## config.mk

```make
export PLATFORM = sky130hd
export DESIGN_NAME = scanline_irq_counter
export DESIGN_NICKNAME = d
export VERILOG_FILES = /design/src/rtl/scanline_irq_pkg.sv /design/src/rtl/a12_edge_qualifier.sv /design/src/rtl/irq_cmd_decode.sv /design/src/rtl/line_down_counter.sv /design/src/rtl/scanline_irq_counter.sv
export SDC_FILE = /design/constraint.sdc
export NUM_CORES = 1
export LEC_CHECK = 0
export CAP_MARGIN = 40
export CORE_MARGIN = 2
export CORE_UTILIZATION = 45
export DETAILED_ROUTE_END_ITERATION = 12
export PLACE_DENSITY_LB_ADDON = 0.25
export SLEW_MARGIN = 20
export SYNTH_ARGS = -nofsm -noshare
export SYNTH_HDL_FRONTEND = slang
export SYNTH_SLANG_ARGS = --single-unit
```

## constraint.sdc

```tcl
create_clock -name clk -period 4.94 [get_ports clk]
set_input_delay 1.482 -clock clk [delete_from_list [all_inputs] [get_ports clk]]
set_output_delay 1.482 -clock clk [all_outputs]
set_load 0.02 [all_outputs]
```

## src/rtl/scanline_irq_pkg.sv

```systemverilog
package scanline_irq_pkg;

   // One-cycle register commands decoded from a CPU write
   typedef struct packed {
      logic latch_wr;   // counter window, even address
      logic reload_wr;  // counter window, odd address
      logic irq_off_wr; // interrupt window, even address
      logic irq_on_wr;  // interrupt window, odd address
   } irq_cmd_t;

endpackage

```

## src/rtl/a12_edge_qualifier.sv

```systemverilog
module a12_edge_qualifier #(
   parameter int MIN_LOW     = 3,
   parameter int SYNC_STAGES = 0
) (
   input  logic clk,
   input  logic rst_n,
   input  logic a12_in,
   output logic line_tick
);
   localparam int LW = $clog2(MIN_LOW + 1);
   localparam logic [LW-1:0] ARM_VAL = LW'(MIN_LOW);

   logic          a12_s;
   logic [LW-1:0] low_cnt;
   logic          armed;

   if (MIN_LOW < 1) begin : g_bad_min
      $error("MIN_LOW must be at least 1");
   end
   if (SYNC_STAGES < 0) begin : g_bad_sync
      $error("SYNC_STAGES must not be negative");
   end

   if (SYNC_STAGES == 0) begin : g_direct
      assign a12_s = a12_in;
   end else begin : g_sync
      logic [SYNC_STAGES-1:0] chain;
      always_ff @(posedge clk) begin
         if (!rst_n) chain <= '0;
         else        chain <= {chain[SYNC_STAGES-2 >= 0 ? SYNC_STAGES-2 : 0 : 0], a12_in};
      end
      assign a12_s = chain[SYNC_STAGES-1];
   end

   assign armed = (low_cnt == ARM_VAL);

   always_ff @(posedge clk) begin
      if (!rst_n) begin
         low_cnt   <= '0;
         line_tick <= 1'b0;
      end else begin
         line_tick <= a12_s && armed;
         if (a12_s)       low_cnt <= '0;
         else if (!armed) low_cnt <= low_cnt + 1'b1;
      end
   end

   // one qualified edge never produces back-to-back clocks
   a_r2_single_tick: assert property (@(posedge clk) disable iff (!rst_n)
      line_tick |=> !line_tick);

endmodule

```

## src/rtl/irq_cmd_decode.sv

```systemverilog
module irq_cmd_decode
   import scanline_irq_pkg::*;
(
   input  logic     cpu_wr,
   input  logic     cpu_a0,
   input  logic     win_counter,
   input  logic     win_irqctl,
   output irq_cmd_t cmd
);
   always_comb begin
      cmd.latch_wr   = cpu_wr && win_counter && !cpu_a0;
      cmd.reload_wr  = cpu_wr && win_counter &&  cpu_a0;
      cmd.irq_off_wr = cpu_wr && win_irqctl  && !cpu_a0;
      cmd.irq_on_wr  = cpu_wr && win_irqctl  &&  cpu_a0;
   end
endmodule

```

## src/rtl/line_down_counter.sv

```systemverilog
module line_down_counter
   import scanline_irq_pkg::*;
#(
   parameter int DATA_W = 8,
   parameter int CNT_W  = 8
) (
   input  logic              clk,
   input  logic              rst_n,
   input  logic              line_tick,
   input  irq_cmd_t          cmd,
   input  logic [DATA_W-1:0] wdata,
   output logic              pending
);
   logic [CNT_W-1:0] count, latch, next_val;
   logic             reload_flag, enable, hit_zero;

   assign next_val = ((count == '0) || reload_flag) ? latch : count - 1'b1;
   assign hit_zero = line_tick && (count != '0) && (next_val == '0);

   always_ff @(posedge clk) begin
      if (!rst_n) begin
         count       <= '0;
         latch       <= '0;
         reload_flag <= 1'b0;
         enable      <= 1'b0;
         pending     <= 1'b0;
      end else begin
         if (line_tick)    count <= next_val;
         if (cmd.latch_wr) latch <= wdata[CNT_W-1:0];

         if (cmd.reload_wr)      reload_flag <= 1'b1;
         else if (line_tick)     reload_flag <= 1'b0;

         if (cmd.irq_off_wr)     enable <= 1'b0;
         else if (cmd.irq_on_wr) enable <= 1'b1;

         if (cmd.irq_off_wr)            pending <= 1'b0;
         else if (hit_zero && enable)   pending <= 1'b1;
      end
   end

   // the count moves only on a scanline clock
   a_r3_hold_without_tick: assert property (@(posedge clk) disable iff (!rst_n)
      !line_tick |=> $stable(count));
   // a requested reload copies the latch
   a_r3_reload_takes_latch: assert property (@(posedge clk) disable iff (!rst_n)
      (line_tick && reload_flag) |=> (count == $past(latch)));
   // a scanline clock consumes the request unless a new one arrives
   a_r6_flag_consumed: assert property (@(posedge clk) disable iff (!rst_n)
      (line_tick && !cmd.reload_wr) |=> !reload_flag);
   // pending rises only after an enabled scanline clock
   a_r4_pending_cause: assert property (@(posedge clk) disable iff (!rst_n)
      $rose(pending) |-> ($past(line_tick) && $past(enable)));
   // disable clears both flags
   a_r7_off_clears: assert property (@(posedge clk) disable iff (!rst_n)
      cmd.irq_off_wr |=> (!pending && !enable));
   // enable write takes effect
   a_r7_on_sets: assert property (@(posedge clk) disable iff (!rst_n)
      (cmd.irq_on_wr && !cmd.irq_off_wr) |=> enable);

endmodule

```

## src/rtl/scanline_irq_counter.sv

```systemverilog
module scanline_irq_counter
   import scanline_irq_pkg::*;
#(
   parameter int DATA_W      = 8,
   parameter int CNT_W       = 8,
   parameter int MIN_LOW     = 3,
   parameter int SYNC_STAGES = 0
) (
   input  logic              clk,
   input  logic              rst_n,
   input  logic              cpu_wr,
   input  logic              cpu_a0,
   input  logic              win_counter,
   input  logic              win_irqctl,
   input  logic [DATA_W-1:0] cpu_data,
   input  logic              vid_a12,
   output logic              irq_n
);
   if (CNT_W > DATA_W || CNT_W < 1) begin : g_bad_width
      $error("CNT_W must be between 1 and DATA_W");
   end

   logic     line_tick;
   logic     pending;
   irq_cmd_t cmd;

   a12_edge_qualifier #(
      .MIN_LOW     (MIN_LOW),
      .SYNC_STAGES (SYNC_STAGES)
   ) u_qual (
      .clk       (clk),
      .rst_n     (rst_n),
      .a12_in    (vid_a12),
      .line_tick (line_tick)
   );

   irq_cmd_decode u_dec (
      .cpu_wr      (cpu_wr),
      .cpu_a0      (cpu_a0),
      .win_counter (win_counter),
      .win_irqctl  (win_irqctl),
      .cmd         (cmd)
   );

   line_down_counter #(
      .DATA_W (DATA_W),
      .CNT_W  (CNT_W)
   ) u_cnt (
      .clk       (clk),
      .rst_n     (rst_n),
      .line_tick (line_tick),
      .cmd       (cmd),
      .wdata     (cpu_data),
      .pending   (pending)
   );

   assign irq_n = ~pending;

   // acknowledge through the control window releases the line next cycle
   a_r4_ack_releases: assert property (@(posedge clk) disable iff (!rst_n)
      (cpu_wr && win_irqctl && !cpu_a0) |=> irq_n);

endmodule

```

==> flow_summary_export.csv <==
group,metric,value,unit
status,status,"finished clean",
synthesis,seq_area_frac_synth,35.3,%
route,drtPass1Iterations,4,
synthesis,syn_area,0.00125,mm^2
clocking,postCtsHoldBufs,0,
cells_and_area,final_nets,174,
route,wl_met1,1160,um
job,maxCapViolations,0,
clocking,cts_root_buffer,"clkbuf_4",
setup_path,cp.arrival,3.27,ns
clocking,clock_sinks,22,
setup_path,r2r_end,"u_cnt.pending",
route,drt_iter0_markers,36,
floorplan,start_util,46.4,%
timing,fin_crit,3.05,ns
clocking,h-tree-depth,1,
synthesis,synth_top_cell_by_area,"dfxtp_1",
global_routing,grt_pass1_vias,1017,
synthesis,synth_flop_cell,"dfxtp_1",
timing,slew_viol_final,0,
route,wl_met3,143,um
global_routing,antenna_found_initial,0,
synthesis,synthArstFlopShare,0,%
floorplan,io_pins,16,
worst_hold_path,hold_end,"u_cnt.count[1]",
global_routing,grt_usage,17.4,%
route,avgViaCountPerCell,5.68,
clocking,tritoncts,"yes",
setup_path,reg2reg_slack,2.68,ns
setup_path,cp_max_fo,21,
clocking,post_cts_resized,0,
clocking,cts-buffers-inserted,3,
global_routing,grt_pass1_wl,4420,um
synthesis,yosys.area.top_type_share,35.3,%
clocking,clk_path_buf_depth,2,
setup_path,startpoint_type,"input port",
worst_hold_path,holdPathStages,2,
clocking,cts.clk_slew.worst_paths,0.13,ns
synthesis,yosys-top-cells-area,"dfxtp_1 (35%), mux2i_1 (8.0%), nor2b_1 (5.5%)",
route,drc,0,
synthesis,ys_warn_count,0,
floorplan,dieArea,0.00321,mm^2
setup_path,end_kind,"flop",
place,portBuffers,15,
timing,tns,0,ns
route,vias,1057,
floorplan,fp.dieH,56.6,um
timing,slew_headroom,56.8,%
route,routed_wl,2540,um
clocking,post_cts_buffers,0,
synthesis,synth_edf_count,0,
place,dp_slack,1.65,ns
clocking,clock_latency,0.30,ns
synthesis,ys_ff_latch,22,
setup_path,critPathKind,"in -> reg",
pwr,vdd_drop_max,0.180,mV
route,drtAntennaViolNets,0,
cells_and_area,fillerInstances,249,
timing,setup_violations,0,
synthesis,synth_nets,161,
synthesis,synthCells,143,
worst_hold_path,hold_start,"u_cnt.count[1]",
cells_and_area,area_growth,15.4,%
route,wl_met2,1220,um
global_routing,grt_max_degree,22,
place,gp_congestion,0.813,
timing,timing.fmax,328,MHz
floorplan,core,0.00269,mm^2
timing,final_hold_viol_count,0,
global_routing,overflow,0,
setup_path,r2r_cells,8,
synthesis,synth_area_per_cell,8.71,um^2
setup_path,rr_startpoint,"u_cnt.count[0]",
route,dr.max_layer_used,"met4",
cells_and_area,n_antenna_cell,0,
timing,clock_skew,0.00729,ns
pwr,power_density,245,mW/mm^2
timing,finalWorstSetupSlack,1.89,ns
timing,period_share,61.7,%
floorplan,die_w,56.6,um
timing,rsz0062_at_grt,"false",
floorplan,placementRows,19,
pwr,p_leak,0.000601,uW
timing,worst_slew_pin_slew,0.647,ns
place,dp_hpwl,1840,um
setup_path,cp.required,5.16,ns
synthesis,ys_types,49,
worst_hold_path,hold_path.class,"reg -> reg",
route,wl_per_cell,13.7,um
cells_and_area,drive_above_1_share,7.10,%
[layout make-up]
| cell class | count | area, um^2 | share of cell area (%) |
|---|---|---|---|
| Clock buffer | 3 | 22.5 | 1.57 |
| Clock inverter | 1 | 30.0 | 2.09 |
| Inverter | 5 | 18.8 | 1.31 |
| Multi-Input combinational cell | 108 | 729 | 50.7 |
| Sequential cell | 22 | 440 | 30.6 |
| Tap cell | 31 | 38.8 | 2.70 |
| Timing Repair Buffer | 16 | 158 | 11.0 |
[state kept, by name, summed over array words and instances, names as in the netlist]
name,count
u_qual.line_tick,1
u_cnt.enable,1
u_cnt.reload_flag,1
u_qual.low_cnt,2
u_cnt.count,8
u_cnt.pending,1
u_cnt.latch,8
[worst max path at each step]
stage	start	cells after the start	end	slack, ns
after floorplan	cpu_a0	5	u_cnt.pending	2.57
after global placement	rst_n	5	u_cnt.pending	1.68
after detailed placement	rst_n	5	u_cnt.pending	1.65
after CTS	rst_n	5	u_cnt.pending	1.92
after global routing	rst_n	5	u_cnt.pending	1.82
final	rst_n	5	u_cnt.pending	1.89
[critical path: stages]
cell and delay, ns:
clkdlybuf4s50_1 0.84, nand2_1 0.19, a2111oi_2 0.31, o221ai_1 0.17, a211oi_1 0.26
[per-layer routing]
layer  up-vias  track usage (%)
met4         0             7.82
met3         2             3.00
met1       480             21.6
met5         -                0
met2        39             29.1
li1        536                -
[synth_stat cells, types with 2 or more instances]
cell      count
nor2b_1      11
and3_1        3
buf_6         2
nor2_1       11
a21oi_1       9
o21ai_0       7
nand2_1      11
inv_1         4
nor3_1        4
a21boi_0      2
nand3b_1      2
o211ai_1      2
dfxtp_1      22
clkbuf_1      3
and2_1        3
mux2i_1      10
o31ai_1       3
ha_1          3
[metrics by stage]
stage	cells	power, uW	hold WS, ns	area, um^2	util (%)
floorplan	143	205	0.437	1250	-
global placement	181	218	0.470	1380	51.3
detailed placement	182	219	0.465	1390	51.6
CTS	186	355	0.511	1440	53.5
global route	186	366	0.558	1440	53.5
finish	186	352	0.510	1440	53.5
[logic make-up (layout without fill, tap and decap cells)]
logic type               Yosys count  after routing  synth area share [%]
AND/OR/NAND/NOR                   58             58                  26.8
AO/OA/AOI/OAI                     35             35                  19.1
flip-flops                        22             22                  35.3
buffers and inverters             13             25                  6.12
multiplexers                      11             11                  8.94
adder cells (fa/ha/maj)            3              3                  3.01
XOR/XNOR                           1              1                 0.703
[where the power goes]
group	switching, uW	internal (uW)
Sequential	4.02	182
Clock	54.6	82.0
Combinational	11.7	18.6
[cells in the final DEF, fill, tap and decap left out, types with 2 or more instances in the layout]
master,Yosys,final
mux2i_1,10,10
nand3b_1,2,2
dfxtp_1,22,22
nor2_1,11,11
o211ai_1,2,2
nor3_1,4,4
nand2_1,11,11
a21boi_0,2,2
clkdlybuf4s50_1,0,15
nor2b_1,11,11
o21ai_0,7,7
and2_1,3,3
clkbuf_4,0,3
inv_1,4,4
ha_1,3,3
o31ai_1,3,3
a21oi_1,9,9
and3_1,3,3
Note: power is estimated with default switching activity, not from simulation.
